File: config.mk
export PLATFORM = sky130hd
export DESIGN_NAME = ser_cfg_port
export DESIGN_NICKNAME = d
export VERILOG_FILES = /design/src/rtl/ser_cfg_pkg.sv /design/src/rtl/ser_cfg_sync.sv /design/src/rtl/ser_cfg_frame.sv /design/src/rtl/ser_cfg_bank.sv /design/src/rtl/ser_cfg_port.sv
export SDC_FILE = /design/constraint.sdc
export NUM_CORES = 1
export LEC_CHECK = 0
export BUFFER_PORTS_ARGS = -buffer_cell sky130_fd_sc_hd__buf_2
export CORE_MARGIN = 5
export CORE_UTILIZATION = 45
export DETAILED_ROUTE_END_ITERATION = 7
export GPL_TIMING_DRIVEN = 0
export HOLD_SLACK_MARGIN = 0.02
export PLACE_DENSITY_LB_ADDON = 0.08
export SYNTH_ARGS = -nofsm -noshare
export SYNTH_HDL_FRONTEND = slang
export SYNTH_SLANG_ARGS = --single-unit
File: constraint.sdc
create_clock -name clk_i -period 2.51 [get_ports clk_i]
set_input_delay 0.251 -clock clk_i [delete_from_list [all_inputs] [get_ports clk_i]]
set_output_delay 0.251 -clock clk_i [all_outputs]
set_load 0.02 [all_outputs]
File: src/rtl/ser_cfg_pkg.sv
package ser_cfg_pkg;
  localparam int ADDR_W    = 5;
  localparam int OFF_W     = 3;
  localparam int DATA_W    = 8;
  localparam int STAT_W    = 5;
  localparam int TXC_W     = 5;
  localparam int LNC_W     = 4;
  localparam int FRAME_LEN = 1 + ADDR_W + DATA_W;

  localparam logic [OFF_W-1:0] OFF_STAT = 3'd0;
  localparam logic [OFF_W-1:0] OFF_TX   = 3'd1;
  localparam logic [OFF_W-1:0] OFF_LINE = 3'd4;

  typedef enum logic [1:0] {RATE_DS3 = 2'd0, RATE_STS1 = 2'd1, RATE_E3 = 2'd2} rate_e;
  typedef enum logic [1:0] {LB_NONE = 2'd0, LB_ANALOG = 2'd1, LB_REMOTE = 2'd2, LB_DIGITAL = 2'd3} lb_e;
endpackage

File: src/rtl/ser_cfg_sync.sv
module ser_cfg_sync #(
  parameter int          W       = 1,
  parameter logic [W-1:0] RST_VAL = '0
) (
  input  logic         clk_i,
  input  logic         rst_ni,
  input  logic [W-1:0] d_i,
  output logic [W-1:0] q_o
);
  logic [W-1:0] s1_q, s2_q;

  always_ff @(posedge clk_i or negedge rst_ni) begin
    if (!rst_ni) begin
      s1_q <= RST_VAL;
      s2_q <= RST_VAL;
    end else begin
      s1_q <= d_i;
      s2_q <= s1_q;
    end
  end

  assign q_o = s2_q;
endmodule

File: src/rtl/ser_cfg_frame.sv
module ser_cfg_frame
  import ser_cfg_pkg::*;
(
  input  logic              clk_i,
  input  logic              rst_ni,
  input  logic              cs_n_s_i,
  input  logic              sclk_s_i,
  input  logic              sdi_s_i,
  input  logic [DATA_W-1:0] rd_data_i,
  output logic [ADDR_W-1:0] addr_o,
  output logic              wr_stb_o,
  output logic [DATA_W-1:0] wr_data_o,
  output logic              sdo_o,
  output logic              sclk_rise_o
);
  localparam int CNT_W = $clog2(FRAME_LEN + 1);
  localparam logic [CNT_W-1:0] C_ADDR = CNT_W'(ADDR_W);
  localparam logic [CNT_W-1:0] C_RD0  = CNT_W'(ADDR_W + 1);
  localparam logic [CNT_W-1:0] C_LAST = CNT_W'(FRAME_LEN - 1);
  localparam logic [CNT_W-1:0] C_END  = CNT_W'(FRAME_LEN);

  logic [CNT_W-1:0]  cnt_q;
  logic              rw_q, sclk_d_q, sdo_q, stb_q;
  logic [ADDR_W-1:0] addr_q;
  logic [DATA_W-1:0] wd_q, sh_q;
  logic              rise, fall;

  assign rise = sclk_s_i & ~sclk_d_q;
  assign fall = ~sclk_s_i & sclk_d_q;

  always_ff @(posedge clk_i or negedge rst_ni) begin
    if (!rst_ni) begin
      cnt_q    <= '0;
      rw_q     <= 1'b0;
      sclk_d_q <= 1'b0;
      sdo_q    <= 1'b0;
      stb_q    <= 1'b0;
      addr_q   <= '0;
      wd_q     <= '0;
      sh_q     <= '0;
    end else begin
      sclk_d_q <= sclk_s_i;
      stb_q    <= 1'b0;
      if (cs_n_s_i) begin
        cnt_q <= '0;
        rw_q  <= 1'b0;
        sdo_q <= 1'b0;
      end else begin
        if (rise) begin
          if (cnt_q == '0)          rw_q   <= sdi_s_i;
          else if (cnt_q <= C_ADDR) addr_q <= {sdi_s_i, addr_q[ADDR_W-1:1]};
          else if (cnt_q < C_END)   wd_q   <= {sdi_s_i, wd_q[DATA_W-1:1]};
          // commit only on the last bit of a complete write frame
          if (cnt_q == C_LAST && !rw_q) stb_q <= 1'b1;
          if (cnt_q < C_END) cnt_q <= cnt_q + 1'b1;
        end
        if (fall && rw_q) begin
          if (cnt_q == C_RD0) begin
            sdo_q <= rd_data_i[0];
            sh_q  <= {1'b0, rd_data_i[DATA_W-1:1]};
          end else if (cnt_q > C_RD0 && cnt_q < C_END) begin
            sdo_q <= sh_q[0];
            sh_q  <= {1'b0, sh_q[DATA_W-1:1]};
          end else begin
            sdo_q <= 1'b0;
          end
        end
      end
    end
  end

  assign addr_o      = addr_q;
  assign wr_stb_o    = stb_q;
  assign wr_data_o   = wd_q;
  assign sdo_o       = sdo_q;
  assign sclk_rise_o = rise;
endmodule

File: src/rtl/ser_cfg_bank.sv
module ser_cfg_bank
  import ser_cfg_pkg::*;
#(
  parameter int NCH = 3
) (
  input  logic              clk_i,
  input  logic              rst_ni,
  input  logic              clr_i,
  input  logic              wr_stb_i,
  input  logic [ADDR_W-1:0] addr_i,
  input  logic [DATA_W-1:0] wr_data_i,
  input  logic [NCH*STAT_W-1:0] status_i,
  output logic [DATA_W-1:0] rd_data_o,
  output logic [NCH*TXC_W-1:0] tx_ctrl_o,
  output logic [NCH*2-1:0]  rate_o,
  output logic [NCH*2-1:0]  lb_mode_o
);
  localparam int CH_W = ADDR_W - OFF_W;

  logic [CH_W-1:0]  chan;
  logic [OFF_W-1:0] off;
  logic [NCH-1:0][DATA_W-1:0] rd_ch;

  assign chan = addr_i[ADDR_W-1:OFF_W];
  assign off  = addr_i[OFF_W-1:0];

  for (genvar g = 0; g < NCH; g++) begin : g_ch
    logic [TXC_W-1:0] tx_q;
    logic [LNC_W-1:0] ln_q;
    logic             sel;
    rate_e            rate;
    lb_e              lb;

    assign sel = (chan == CH_W'(g));

    always_ff @(posedge clk_i or negedge rst_ni) begin
      if (!rst_ni) begin
        tx_q <= '0;
        ln_q <= '0;
      end else if (clr_i) begin
        tx_q <= '0;
        ln_q <= '0;
      end else if (wr_stb_i && sel) begin
        if (off == OFF_TX)   tx_q <= wr_data_i[TXC_W-1:0];
        if (off == OFF_LINE) ln_q <= wr_data_i[LNC_W-1:0];
      end
    end

    always_comb begin
      case (off)
        OFF_STAT: rd_ch[g] = DATA_W'(status_i[g*STAT_W +: STAT_W]);
        OFF_TX:   rd_ch[g] = DATA_W'(tx_q);
        OFF_LINE: rd_ch[g] = DATA_W'(ln_q);
        default:  rd_ch[g] = '0;
      endcase
    end

    // E3 select overrides STS-1 select
    always_comb begin
      if (ln_q[2])      rate = RATE_E3;
      else if (ln_q[3]) rate = RATE_STS1;
      else              rate = RATE_DS3;
    end

    always_comb begin
      unique case (ln_q[1:0])
        2'b11:   lb = LB_DIGITAL;
        2'b10:   lb = LB_ANALOG;
        2'b01:   lb = LB_REMOTE;
        default: lb = LB_NONE;
      endcase
    end

    assign tx_ctrl_o[g*TXC_W +: TXC_W] = tx_q;
    assign rate_o[g*2 +: 2]            = rate;
    assign lb_mode_o[g*2 +: 2]         = lb;
  end

  always_comb begin
    rd_data_o = '0;
    for (int i = 0; i < NCH; i++) begin
      if (chan == CH_W'(i)) rd_data_o = rd_ch[i];
    end
  end
endmodule

File: src/rtl/ser_cfg_port.sv
module ser_cfg_port
  import ser_cfg_pkg::*;
#(
  parameter int NCH = 3
) (
  input  logic                  clk_i,
  input  logic                  rst_ni,
  input  logic                  reg_clr_i,
  input  logic                  cs_ni,
  input  logic                  sclk_i,
  input  logic                  sdi_i,
  output logic                  sdo_o,
  output logic                  sdo_oe_o,
  input  logic [NCH*STAT_W-1:0] status_i,
  output logic [NCH*TXC_W-1:0]  tx_ctrl_o,
  output logic [NCH*2-1:0]      rate_o,
  output logic [NCH*2-1:0]      lb_mode_o
);
  logic [2:0]        pins_s;
  logic              wr_stb, sclk_rise;
  logic [ADDR_W-1:0] wr_addr;
  logic [DATA_W-1:0] wr_data, rd_data;

  ser_cfg_sync #(.W(3), .RST_VAL(3'b100)) u_sync (
    .clk_i  (clk_i),
    .rst_ni (rst_ni),
    .d_i    ({cs_ni, sclk_i, sdi_i}),
    .q_o    (pins_s)
  );

  ser_cfg_frame u_frame (
    .clk_i       (clk_i),
    .rst_ni      (rst_ni),
    .cs_n_s_i    (pins_s[2]),
    .sclk_s_i    (pins_s[1]),
    .sdi_s_i     (pins_s[0]),
    .rd_data_i   (rd_data),
    .addr_o      (wr_addr),
    .wr_stb_o    (wr_stb),
    .wr_data_o   (wr_data),
    .sdo_o       (sdo_o),
    .sclk_rise_o (sclk_rise)
  );

  ser_cfg_bank #(.NCH(NCH)) u_bank (
    .clk_i     (clk_i),
    .rst_ni    (rst_ni),
    .clr_i     (reg_clr_i),
    .wr_stb_i  (wr_stb),
    .addr_i    (wr_addr),
    .wr_data_i (wr_data),
    .status_i  (status_i),
    .rd_data_o (rd_data),
    .tx_ctrl_o (tx_ctrl_o),
    .rate_o    (rate_o),
    .lb_mode_o (lb_mode_o)
  );

  // the pin floats as soon as the host releases select
  assign sdo_oe_o = ~cs_ni;
endmodule

Word-level counts from Yosys, hierarchy flattened
Index checks and enable logic that the tools add are counted.
- magnitude comparators: 3
- eq/ne operators: 15
- add/sub/neg operators: 1
- multiplexer cells: 44
- bitwise gates (word level): 8
- reduce and logical (&&, ||, !) cells: 31
- operators with widths (cell ; number):
    2-to-1 mux 5 bit ; 10
    one-hot mux 5 bit (3 select lines) ; 3
    2-to-1 mux 4 bit ; 10
    nonzero test 2 bit ; 10
    one-hot mux 2 bit (3 select lines) ; 3
    2-to-1 mux 8 bit ; 2
    AND reduction 2 bit ; 8
    equality test 2 bit, second input constant ; 7
    2-to-1 mux 1 bit ; 13
    equality test 2 x 1 -> 1 bit, second input constant ; 4
    logical AND 1 bit ; 6
    2-to-1 mux 2 bit ; 3
    inverter 1 bit ; 6
    AND reduction 5 bit ; 1
    adder 4 x 1 -> 4 bit, second input constant ; 1
    equality test 4 x 3 -> 1 bit, second input constant ; 1
    equality test 4 bit, second input constant ; 1
    > comparator 4 x 3 -> 1 bit, second input constant ; 1
    less-or-equal comparator 4 x 3 -> 1 bit, second input constant ; 1
    zero test 4 bit ; 1
    < comparator 4 bit, second input constant ; 1
    AND reduction 4 bit ; 1
    equality test 3 x 1 -> 1 bit, second input constant ; 1
    equality test 3 bit, second input constant ; 1
    other kinds (5) ; 6
- bits of input ports: 21
- word-level logic and storage cells: 118
- output and inout bits: 29
- bits in registers: 62

Depth between registers and ports, before layout
Gate-level depths: netlist (run 1).
- depth in word-level cells: 8
- depth in mapped cells: 7
- mapped depth without buffers: 7

By module
A second synthesis (run 1) with hierarchy kept.
- cells, all modules: 313
- area, all modules: 3183.1 sq um
- modules (own cells, without submodules) (module ; area each (sq um) ; times used ; sequential area each (sq um) ; cells each):
    ser_cfg_bank ; 1656.6 ; 1 ; 675.6 ; 200
    ser_cfg_frame ; 1370.1 ; 1 ; 700.7 ; 106
    ser_cfg_sync ; 152.6 ; 1 ; 152.6 ; 6
    ser_cfg_port ; 3.8 ; 1 ; 0.0 ; 1

Least setup slack after synthesis (run 1)
No wires, ideal clock.
- path type: flip-flop to flip-flop
- start point: reg u_frame.cnt_q[1]
- end point: reg u_frame.addr_q[0], in the netlist u_frame.addr_o[0]
- arrival time: 1.809 ns
- buffers on the path: 0
- library setup time: 0.125 ns
- cell stages (with the launch flop): 7
- clock period less this slack: 1.933 ns
- slack: 0.577 ns
- data required time: 2.385 ns
- path through: dfrtp_1 inv_1 ha_1 nor2b_1 or4_4 nor2_2 mux2_2
- word-level cells in the longest chain between the ends: 3
- elaborated cells between the ends (all ways): 4
- classes of those cells: order compare (1); bitwise (1); reduce/logical (2)
- RTL lines (what ; RTL line ; RTL):
    from (decl) ; ser_cfg_frame.sv:22 ; logic [CNT_W-1:0] cnt_q;
    from (signal assigned) ; ser_cfg_frame.sv:55 ; if (cnt_q < C_END) cnt_q <= cnt_q + 1'b1;
    branches (longest 2 deep; another with less-or-equal comparator 4 x 3 -> 1 bit) ; - ;
    AND reduction 4 bit (no line) (*) ; - ;
    to (signal assigned) ; ser_cfg_frame.sv:51 ; else if (cnt_q <= C_ADDR) addr_q <= {sdi_s_i, addr_q[ADDR_W-1:1]};
    to (decl) ; ser_cfg_frame.sv:24 ; logic [ADDR_W-1:0] addr_q;
Every way passes the cells marked *.
A chain may end at the register's enable or synchronous reset.

Final worst setup path (run 1)
Ends and elaborated chain as after synthesis.

==> results.json, run 1 <==
{
  "cp-end-kind": "register",
  "synthTopCellsByArea": "dfrtp_1, mux2_2, mux2i_1, mux2_4, nor2b_1",
  "fin_tns_setup_ps": 0,
  "first_iter_violations": 74,
  "async_reset_ff_share_pct": 100,
  "slew-limit-headroom_pct": 50.6,
  "yosysWarnings": 0,
  "criticalPathCategory": "reg -> reg",
  "synth.top_cell.area_share_pct": 47.1,
  "cts_made_buffers": 9,
  "area_delta_synth_final_pct": 18.6,
  "yosysTopAreaCell": "dfrtp_1",
  "use_met2_pct": 24.8,
  "num_vias": 2109,
  "viasPerCell": 5.34,
  "grt_max_degree": 59,
  "p_per_area_mw_per_mm2": 587,
  "max_freq_ghz": 0.458,
  "place_congestion": 0.779,
  "die_h_um": 91.3,
  "drc": 0,
  "vdd_drop_max_mv": 0.414,
  "cts_root_buf": "clkbuf_8",
  "status": "finished, violations left",
  "worst_pin_slew_ps": 741,
  "final_util_pct": 55.2,
  "routed_wirelength_um": 6960,
  "antenna_found_initial": 0,
  "rsz0062_at_grt": "no",
  "synthTopCellsByCount": "dfrtp_1, mux2_2, nand2_1, mux2i_1, nor2b_1",
  "num-nets-final": 338,
  "synth-seq-area-share_pct": 48.9,
  "ios": 50,
  "ant_nets": 0,
  "hp-class": "in -> async",
  "drive_gt1_share_pct": 39.9,
  "synth.most_common_cell": "dfrtp_1",
  "path_clk_slew_ps": 80,
  "grt_pass1_vias": 2163,
  "cts_sinks": 58,
  "crit_required_ps": 2730,
  "start_util_pct": 46.6,
  "place_hpwl_um": 4960,
  "die_w_um": 91.3,
  "fp-row-count": 29,
  "layout_min_cycle_time_ps": 2180,
  "netlist_area_mm2": 0.00297,
  "hold_violations": 45,
  "grt_pass1_wl_um": 11600,
  "globalRouteTotalUtil_pct": 17.8,
  "busiest_layer": "met1",
  "arrival_ps": 2400,
  "yosysUniqueCellTypes": 49,
  "syn_inst": 250,
  "crit_path_top_delay_cell": "dfrtp_1",
  "port-buffer-count": 49,
  "drv_slew": 0,
  "antenna_cells": 0,
  "synth.avg_cell_area_um2": 11.9,
  "cts_tree": "done",
  "whs_ps": -29.4,
  "fin_skew_ps": 9.96,
  "power_uw": 2070,
  "clk_latency_ps": 340,
  "crit_path_cell_trace": "inv_1 -> ha_1 -> nor2b_1 -> or4_4 -> nor2_2 -> mux2_2",
  "crit_fanout": 9,
  "htreeDepth": 3,
  "firstDrtPassIters": 4,
  "synth_edf_count": 0,
  "maxCapViolCount": 0,
  "yosys_most_used_dff": "dfrtp_1",
  "p_leak_uw": 0.00171,
  "critPathLaunchType": "register",
  "syn-num-nets": 275,
  "violations": "hold timing",
  "use_met3_pct": 4.38,
  "max_stage_delay_ps": 500,
  "clock_path_buffers": 2,
  "avgRoutedWirePerCell_um": 17.6,
  "finalSetupViolations": 0,
  "grt-ovfl-total": 0,
  "coreArea_mm2": 0.00639,
  "use_met1_pct": 26.8,
  "synth-seq-cells": 58,
  "die-area_mm2": 0.00833,
  "fin_crit_sh_pct": 86.9
}
metal layers:
layer  wire length (um)  part of all wire [%]
met5                  0                     0
met4                100                   1.4
met3                275                   4.0
met2               3110                    45
met1               3470                    50
final cells by class:
cell class,instances,area [um^2]
clock buffer,10,138
fill,564,2860
sequential,58,1450
clock inverter,6,41.3
multi-input combinational,168,1390
inverter,3,11.3
tap,77,96.3
buffer,21,118
timing repair buffer,52,278
where the power goes:
group	switching [uW]	internal [uW]	leakage, uW	total [uW]
sequential	27.6	959	0.000773	986
combinational	172	124	0.000849	296
clock	404	384	0.0000847	788
total	604	1470	0.00171	2070
worst paths after layout:
kind	start	to	slack (ps)	cells past startpoint
min	rst_ni	u_sync.s1_q[0]	-30	1
max reg2reg	u_frame.cnt_q[1]	u_frame.addr_o[0]	330	6
max in group asynchronous	rst_ni	u_bank.g_ch[1].tx_q[1]	2050	1
min in group clk_i	u_sync.s1_q[0]	u_sync.q_o[0]	350	0
min reg2reg	u_sync.s1_q[0]	u_sync.q_o[0]	350	0
max	u_frame.cnt_q[1]	u_frame.addr_o[0]	330	6
sequential cells by signal, summed over array words and instances (netlist names), 3 cells and up:
| register | flops |
|---|---|
| u_frame.addr_o | 5 |
| u_sync.q_o | 3 |
| u_bank.g_ch.ln_q | 12 |
| u_frame.sh_q | 4 |
| u_sync.s1_q | 3 |
| u_bank.g_ch.tx_q | 15 |
| u_frame.wr_data_o | 8 |
| u_frame.cnt_q | 4 |
layout by cell type, fill, tap and decap left out, types with 2 or more instances in the layout:
master | synthesis | final
nand3_1 | 4 | 4
nand2_1 | 16 | 16
o211ai_1 | 5 | 5
o311ai_0 | 5 | 5
nor2_1 | 11 | 11
dlygate4sd3_1 | 0 | 3
o21ai_0 | 7 | 7
clkinvlp_4 | 0 | 3
nand2b_1 | 2 | 2
dfrtp_1 | 56 | 56
nor3b_1 | 2 | 2
a21oi_1 | 8 | 8
nand3b_1 | 4 | 4
mux2_4 | 8 | 8
buf_4 | 5 | 6
nor3_1 | 3 | 3
ha_1 | 4 | 4
clkbuf_1 | 10 | 10
nor3b_4 | 2 | 2
inv_1 | 3 | 3
nor2b_1 | 12 | 12
dfstp_2 | 2 | 2
buf_6 | 2 | 2
clkinv_2 | 0 | 2
clkbuf_8 | 0 | 10
mux2_2 | 32 | 32
a31oi_1 | 2 | 2
mux2i_1 | 14 | 14
o21a_1 | 2 | 2
buf_2 | 4 | 52
nand4b_1 | 3 | 3
stage by stage:
stage	setup slack [ps]	cells	hold slack [ps]	cell area, um^2
after floorplan	577	250	-44.6	2970
after global placement	351	376	333	3320
after detailed placement	343	376	336	3320
after CTS	319	395	252	3520
after global routing	194	395	24.4	3530
final	328	395	-29.4	3530
repair_timing:
item,in CTS,in global routing
setup buffers,0,0
hold buffers,3,0
endpoints found under the hold margin,3,0
resized for setup,0,0
cells by family (layout without fill, tap and decap cells):
group	Yosys count	after routing	share of synthesized area, %
and+or+nand+nor	69	69	14.1
DFF	58	58	48.9
adders and majority gates	4	4	1.68
xor gates and xnor gates	2	2	0.589
AOI/OAI and AO/OA	38	38	8.83
muxes	55	55	21.6
buffers and inverters	24	92	4.33
worst max-delay path, delay by kind of cell, from the launching register on:
| kind | cells | cell delay [ps] |
|---|---|---|
| adder cells (fa/ha/maj) | 1 | 250 |
| buffers and inverters | 1 | 120 |
| flip-flops | 1 | 500 |
| multiplexers | 1 | 370 |
| AND/OR/NAND/NOR | 3 | 830 |
(Power assumes the default switching activity.)
==> inputs of run 2 (changes only) <==
--- a/config.mk
+++ b/config.mk
@@ -7,5 +7,6 @@
 export LEC_CHECK = 0
+export ABC_AREA = 1
 export BUFFER_PORTS_ARGS = -buffer_cell sky130_fd_sc_hd__buf_2
 export CORE_MARGIN = 5
-export CORE_UTILIZATION = 45
+export CORE_UTILIZATION = 55
 export DETAILED_ROUTE_END_ITERATION = 7
==> constraint.sdc (replaced) <==
create_clock -name clk_i -period 2.51 [get_ports clk_i]
set_input_delay 0.3765 -clock clk_i [delete_from_list [all_inputs] [get_ports clk_i]]
set_output_delay 0.3765 -clock clk_i [all_outputs]
set_load 0.02 [all_outputs]
==> run 2 against run 1 <==
  * The flow now finishes without violations
  * Count of clock-buffer cells in the layout rose by 4
  * Wire length rose by 5.1%
  * Largest power group unchanged
  * Area after synthesis fell by 1.8%
  * Hold slack improved by 120 ps
  * Clock power fell by 6.2%
==> results.json, run 2 <==
{
  "cts_setup_buffers": 0,
  "cts_resized": 0,
  "p_leak_uw": 0.00171,
  "globalRouteTotalUtil_pct": 22.0,
  "cts_tree": "done",
  "clock_path_buffers": 2,
  "layout_min_cycle_time_ps": 1750,
  "synth.most_common_cell": "nand2_1",
  "synth.top_cell.area_share_pct": 48.0,
  "postCtsHoldBufs": 0,
  "routed_wirelength_um": 7320,
  "yosysTopAreaCell": "dfrtp_1",
  "critPathLaunchType": "register",
  "p_sw_uw": 901,
  "largest_reg_flops": 15,
  "crit_path_cell_trace": "inv_1 -> ha_1 -> nand2_1 -> nor2_2 -> nand2_1 -> nor4_1 -> nand4_1 -> nand2_1",
  "pwr-share-clk_pct": 29.6,
  "rsz0062_at_grt": "no",
  "ant_nets": 0,
  "reg2reg_from": "u_frame.cnt_q[0]",
  "layout_commonest_cell": "nand2_1",
  "final_util_pct": 66.6,
  "crit_path_top_delay_cell": "dfrtp_1",
  "fin_tns_setup_ps": 0,
  "finalSetupViolations": 0,
  "num-nets-final": 442,
  "syn_inst": 357,
  "yosysUniqueCellTypes": 30,
  "cts_root_buf": "clkbuf_8",
  "place_congestion": 0.901,
  "place_area_mm2": 0.00325,
  "status": "completed",
  "hp-class": "in -> async",
  "crit_fanout": 7,
  "fin_ws_ps": 756,
  "max_stage_delay_ps": 410,
  "power_frac_seq_pct": 42.4,
  "fp-row-count": 26,
  "die-area_mm2": 0.00687,
  "synth_edf_count": 0,
  "worst_pin_slew_ps": 711,
  "vdd_drop_max_mv": 0.414,
  "n_fill_cell": 473,
  "grt_pass1_wl_um": 12200,
  "avgRoutedWirePerCell_um": 14.9,
  "synthTopCellsByCount": "nand2_1, dfrtp_1, nand3_1, o21ai_1, inv_1",
  "grt_pass1_vias": 2459,
  "design_area_mm2": 0.00342,
  "p_comb_share_pct": 28.0,
  "synthTopCellsByArea": "dfrtp_1, nand2_1, nand3_1, o21ai_1, inv_1",
  "synth.avg_cell_area_um2": 8.18,
  "die_w_um": 82.9,
  "pre_cts_ws_ps": 737,
  "port-buffer-count": 49,
  "regToRegEndpoint": "u_frame.sh_q[3]",
  "cts_made_buffers": 9,
  "firstDrtPassIters": 8,
  "start_util_pct": 56.8,
  "antenna_cells": 0,
  "ff2ff_setup_slack_ps": 760,
  "use_met2_pct": 34.6,
  "clk_latency_ps": 330,
  "busiest_layer": "met2",
  "slew-limit-headroom_pct": 52.6,
  "viasPerCell": 5.29,
  "p_per_area_mw_per_mm2": 728,
  "htreeDepth": 3,
  "maxCapViolCount": 0,
  "use_met1_pct": 29.8,
  "place_hpwl_um": 5300,
  "die_h_um": 82.9,
  "drc": 0,
  "yosys_most_used_dff": "dfrtp_1",
  "drive_gt1_share_pct": 25.4,
  "p_int_uw": 1590,
  "rr_worst_depth": 8,
  "ios": 50,
  "grt_max_degree": 59,
  "use_met3_pct": 4.46,
  "fin_crit_sh_pct": 69.9,
  "yosysWarnings": 0,
  "max_freq_ghz": 0.570,
  "synth-seq-cells": 58,
  "fin_skew_ps": 5.89,
  "netlist_area_mm2": 0.00292,
  "hold_violations": 0,
  "cp-end-kind": "register",
  "syn-num-nets": 382,
  "first_iter_violations": 190,
  "area_delta_synth_final_pct": 17.1,
  "crit_required_ps": 2780,
  "criticalPathCategory": "reg -> reg",
  "num_vias": 2603,
  "drv_slew": 0,
  "top_register": "u_bank.g_ch.tx_q",
  "cts_sinks": 58,
  "grt-ovfl-total": 0,
  "coreArea_mm2": 0.00514,
  "cpMostUsedCell": "nand2_1",
  "async_reset_ff_share_pct": 100,
  "path_clk_slew_ps": 70,
  "arrival_ps": 2020,
  "switching_share_pct": 36.2,
  "antenna_found_initial": 0,
  "synth-seq-area-share_pct": 49.8,
  "layout_common_cells": "nand2_1, dfrtp_1, buf_2, nand3_1, o21ai_1"
}
-- run 2: cell count changes in the layout (fill, tap and decap cells not counted), sizes merged, moves of 13 or more --
| cell | previous run | this run |
|---|---|---|
| o21ai | 8 | 45 |
| nand3 | 4 | 45 |
| nand2 | 16 | 112 |
| nor2 | 12 | 25 |
| mux2 | 40 | 0 |
| mux2i | 14 | 0 |
| inv | 4 | 30 |
-- run 2: final cells by class --
class                      count  area (um^2)  share of cell area (%)
buffer                        16         96.3                    2.82
sequential                    58         1450                    42.5
timing repair buffer          49          248                    7.24
inverter                      30          113                    3.29
clock buffer                  14          153                    4.46
multi-input combinational    253         1260                    36.8
tap                           70         87.6                    2.56
clock inverter                 2         12.5                   0.366
-- run 2: kinds of logic after synthesis --
logic type	synth area share, %
compound gates	11.4
fa+ha+maj	1.71
buf+inv	7.15
flops	49.8
simple gates	29.9
-- run 2: worst max-delay path by stage --
stage	endpoint	startpoint	cells after the start	slack (ps)
6_report	u_frame.sh_q[3]	u_frame.cnt_q[0]	8	760
5_1_grt	u_frame.sh_q[3]	u_frame.cnt_q[0]	8	540
4_1_cts	u_frame.sh_q[3]	u_frame.cnt_q[0]	8	730
3_5_place_dp	u_frame.sh_q[3]	u_frame.cnt_q[0]	8	740
3_3_place_gp	u_frame.sh_q[3]	u_frame.cnt_q[0]	8	780
2_1_floorplan	u_frame.wr_data_o[5]	u_frame.cnt_q[1]	7	1040
-- run 2: power groups by stage --
stage               Clock (uW)  Combinational (uW)  Sequential (uW)
floorplan                    0                 506             1060
global placement             0                 670             1070
detailed placement           0                 681             1070
CTS                        742                 687             1060
global route               793                 772             1060
finish                     739                 697             1060
-- run 2: routing by layer --
layer	share of wire [%]	vias up
li1	-	1277
met1	45	1206
met2	47	105
met3	6.0	15
met4	2.2	0
met5	0	-
-- run 2: per-stage QoR --
stage	hold slack [ps]	std cells	power, uW
2_1_floorplan	80.9	357	1570
3_3_place_gp	331	476	1740
3_5_place_dp	346	476	1750
4_1_cts	147	492	2490
5_1_grt	145	492	2630
6_report	92.6	492	2490
-- run 2: critical path, delay by kind of cell, from the launching register on --
kind | cells | cell delay [ps]
buffers and inverters | 1 | 130
flip-flops | 1 | 410
AND/OR/NAND/NOR | 6 | 970
adder cells (fa/ha/maj) | 1 | 180
==> inputs of run 3 (changes only) <==
Clock period 2.51 ns to 1.7 ns, I/O delays scaled along.
==> run 3 against run 2 <==
  * The flow now finishes with violations (hold timing)
  * Clock skew barely moved
  * Hold slack got worse by 120 ps
  * Fmax rose by 13%
  * Wire length rose by 1.0%
  * Die area did not move
  * Non-clock buffer count rose by 2
  * Largest power group unchanged
  * Sequential power rose by 47%
  * Setup slack got worse by 610 ps
  * Final cell count rose by 0.41%
==> results.json, run 3 (same netlist as run 2, synthesis figures left out) <==
{
  "ios": 50,
  "n_fill_cell": 470,
  "crit_path_top_delay_cell": "dfrtp_1",
  "use_met1_pct": 29.9,
  "drive_gt1_share_pct": 26.4,
  "drv_slew": 0,
  "layout_commonest_cell": "nand2_1",
  "fin_ws_ps": 144,
  "antenna_cells": 0,
  "htreeDepth": 3,
  "grt_pass1_vias": 2485,
  "grt_max_degree": 59,
  "cp-end-kind": "register",
  "grt_pass1_wl_um": 12200,
  "area_delta_synth_final_pct": 18.4,
  "violations": "hold timing",
  "arrival_ps": 1770,
  "p_per_area_mw_per_mm2": 1070,
  "globalRouteTotalUtil_pct": 22.0,
  "cts_tree": "done",
  "layout_min_cycle_time_ps": 1560,
  "power_uw": 3710,
  "p_comb_share_pct": 28.4,
  "critPathLaunchType": "register",
  "avgRoutedWirePerCell_um": 15.0,
  "vdd_drop_max_mv": 0.621,
  "path_clk_slew_ps": 70,
  "crit_required_ps": 1920,
  "p_sw_uw": 1360,
  "status": "finished, violations left",
  "fin_skew_ps": 6.31,
  "die_w_um": 82.9,
  "crit_path_cell_trace": "inv_1 -> ha_1 -> nor3_4 -> o21ai_4 -> buf_6 -> nand2_1 -> o21ai_2",
  "pwr-share-clk_pct": 29.5,
  "finalSetupViolations": 0,
  "hp-class": "in -> async",
  "die-area_mm2": 0.00687,
  "p_int_uw": 2360,
  "hold_violations": 35,
  "cts_root_buf": "clkbuf_8",
  "slew-limit-headroom_pct": 52.1,
  "p_leak_uw": 0.00172,
  "design_area_mm2": 0.00346,
  "dpl.cell_count": 476,
  "num_vias": 2629,
  "whs_ps": -26.9,
  "busiest_layer": "met2",
  "maxCapViolCount": 0,
  "crit_fanout": 10,
  "first_iter_violations": 227,
  "fp-row-count": 26,
  "cts_made_buffers": 9,
  "criticalPathCategory": "reg -> reg",
  "routed_wirelength_um": 7390,
  "port-buffer-count": 49,
  "grt-ovfl-total": 0,
  "power_frac_seq_pct": 42.1,
  "clock_path_buffers": 2,
  "start_util_pct": 56.8,
  "top_register": "u_bank.g_ch.tx_q",
  "viasPerCell": 5.32,
  "layout_common_cells": "nand2_1, dfrtp_1, buf_2, nand3_1, o21ai_1",
  "cts_sinks": 58,
  "worst_pin_slew_ps": 719,
  "place_congestion": 0.901,
  "fin_crit_sh_pct": 91.5,
  "use_met2_pct": 34.5,
  "switching_share_pct": 36.6,
  "max_stage_delay_ps": 410,
  "num-nets-final": 444,
  "clk_latency_ps": 330,
  "firstDrtPassIters": 5,
  "drc": 0,
  "ant_nets": 0,
  "final_util_pct": 67.3,
  "coreArea_mm2": 0.00514,
  "postCtsHoldBufs": 0,
  "use_met3_pct": 4.55,
  "place_hpwl_um": 5300,
  "largest_reg_flops": 15,
  "instances_no_fill": 494,
  "die_h_um": 82.9,
  "pre_cts_ws_ps": -73.0,
  "place_area_mm2": 0.00325,
  "rsz0062_at_grt": "no",
  "max_freq_ghz": 0.643,
  "antenna_found_initial": 0,
  "rr_worst_depth": 7
}
## run 3: layout make-up
type	count	area [um^2]	share of cell area, %
inverter	30	113	3.25
clock buffer	14	153	4.41
clock inverter	2	12.5	0.362
timing repair buffer	51	263	7.59
sequential	58	1450	42.0
buffer	16	96.3	2.78
multi-input combinational	253	1280	37.0
tap	70	87.6	2.53
## run 3: stage by stage
| stage | TNS (ps) | hold WS [ps] |
|---|---|---|
| 6_report | 0 | -26.9 |
| 5_1_grt | 0 | 23.9 |
| 4_1_cts | 0 | 25.8 |
| 3_5_place_dp | -73.0 | 346 |
| 3_3_place_gp | -33.0 | 331 |
| 2_1_floorplan | 0 | -40.6 |
## run 3: routing by layer
metal  part of all wire [%]  vias up
met1                     44     1232
met4                    2.6        0
met5                      0        -
met3                    6.4       20
met2                     47       97
li1                       -     1280
## run 3: final timing paths
kind                                  startpoint                      to  slack, ps
worst min register to register    u_sync.s1_q[1]           u_sync.q_o[1]        350
min in group clk_i                         sdi_i          u_sync.s1_q[0]         30
worst max-delay path            u_frame.cnt_q[1]    u_frame.wr_data_o[7]        140
worst max register to register  u_frame.cnt_q[1]    u_frame.wr_data_o[7]        140
worst min-delay path                      rst_ni  u_bank.g_ch[2].tx_q[2]        -30
max in group asynchronous                 rst_ni          u_sync.s1_q[0]       1250
## run 3: worst max-delay path, delay by kind of cell, from the launching register on
family | cells | cell delay, ps
AO/OA/AOI/OAI | 2 | 180
adder cells (fa/ha/maj) | 1 | 230
buffers and inverters | 2 | 260
flip-flops | 1 | 410
AND/OR/NAND/NOR | 2 | 370
## run 3: repair_timing
action                     4_1_cts  5_1_grt
pin swaps                        0        1
gates cloned                     0        0
setup endpoints to repair        3        5
setup buffers                    0        2
resized for setup                3        2
## run 3: power by group through the flow
| stage | Combinational [uW] | Clock, uW | Sequential, uW |
|---|---|---|---|
| detailed placement | 1000 | 0 | 1580 |
| floorplan | 748 | 0 | 1570 |
| CTS | 1020 | 1100 | 1560 |
| finish | 1050 | 1100 | 1560 |
| global placement | 989 | 0 | 1580 |
| global route | 1160 | 1170 | 1570 |
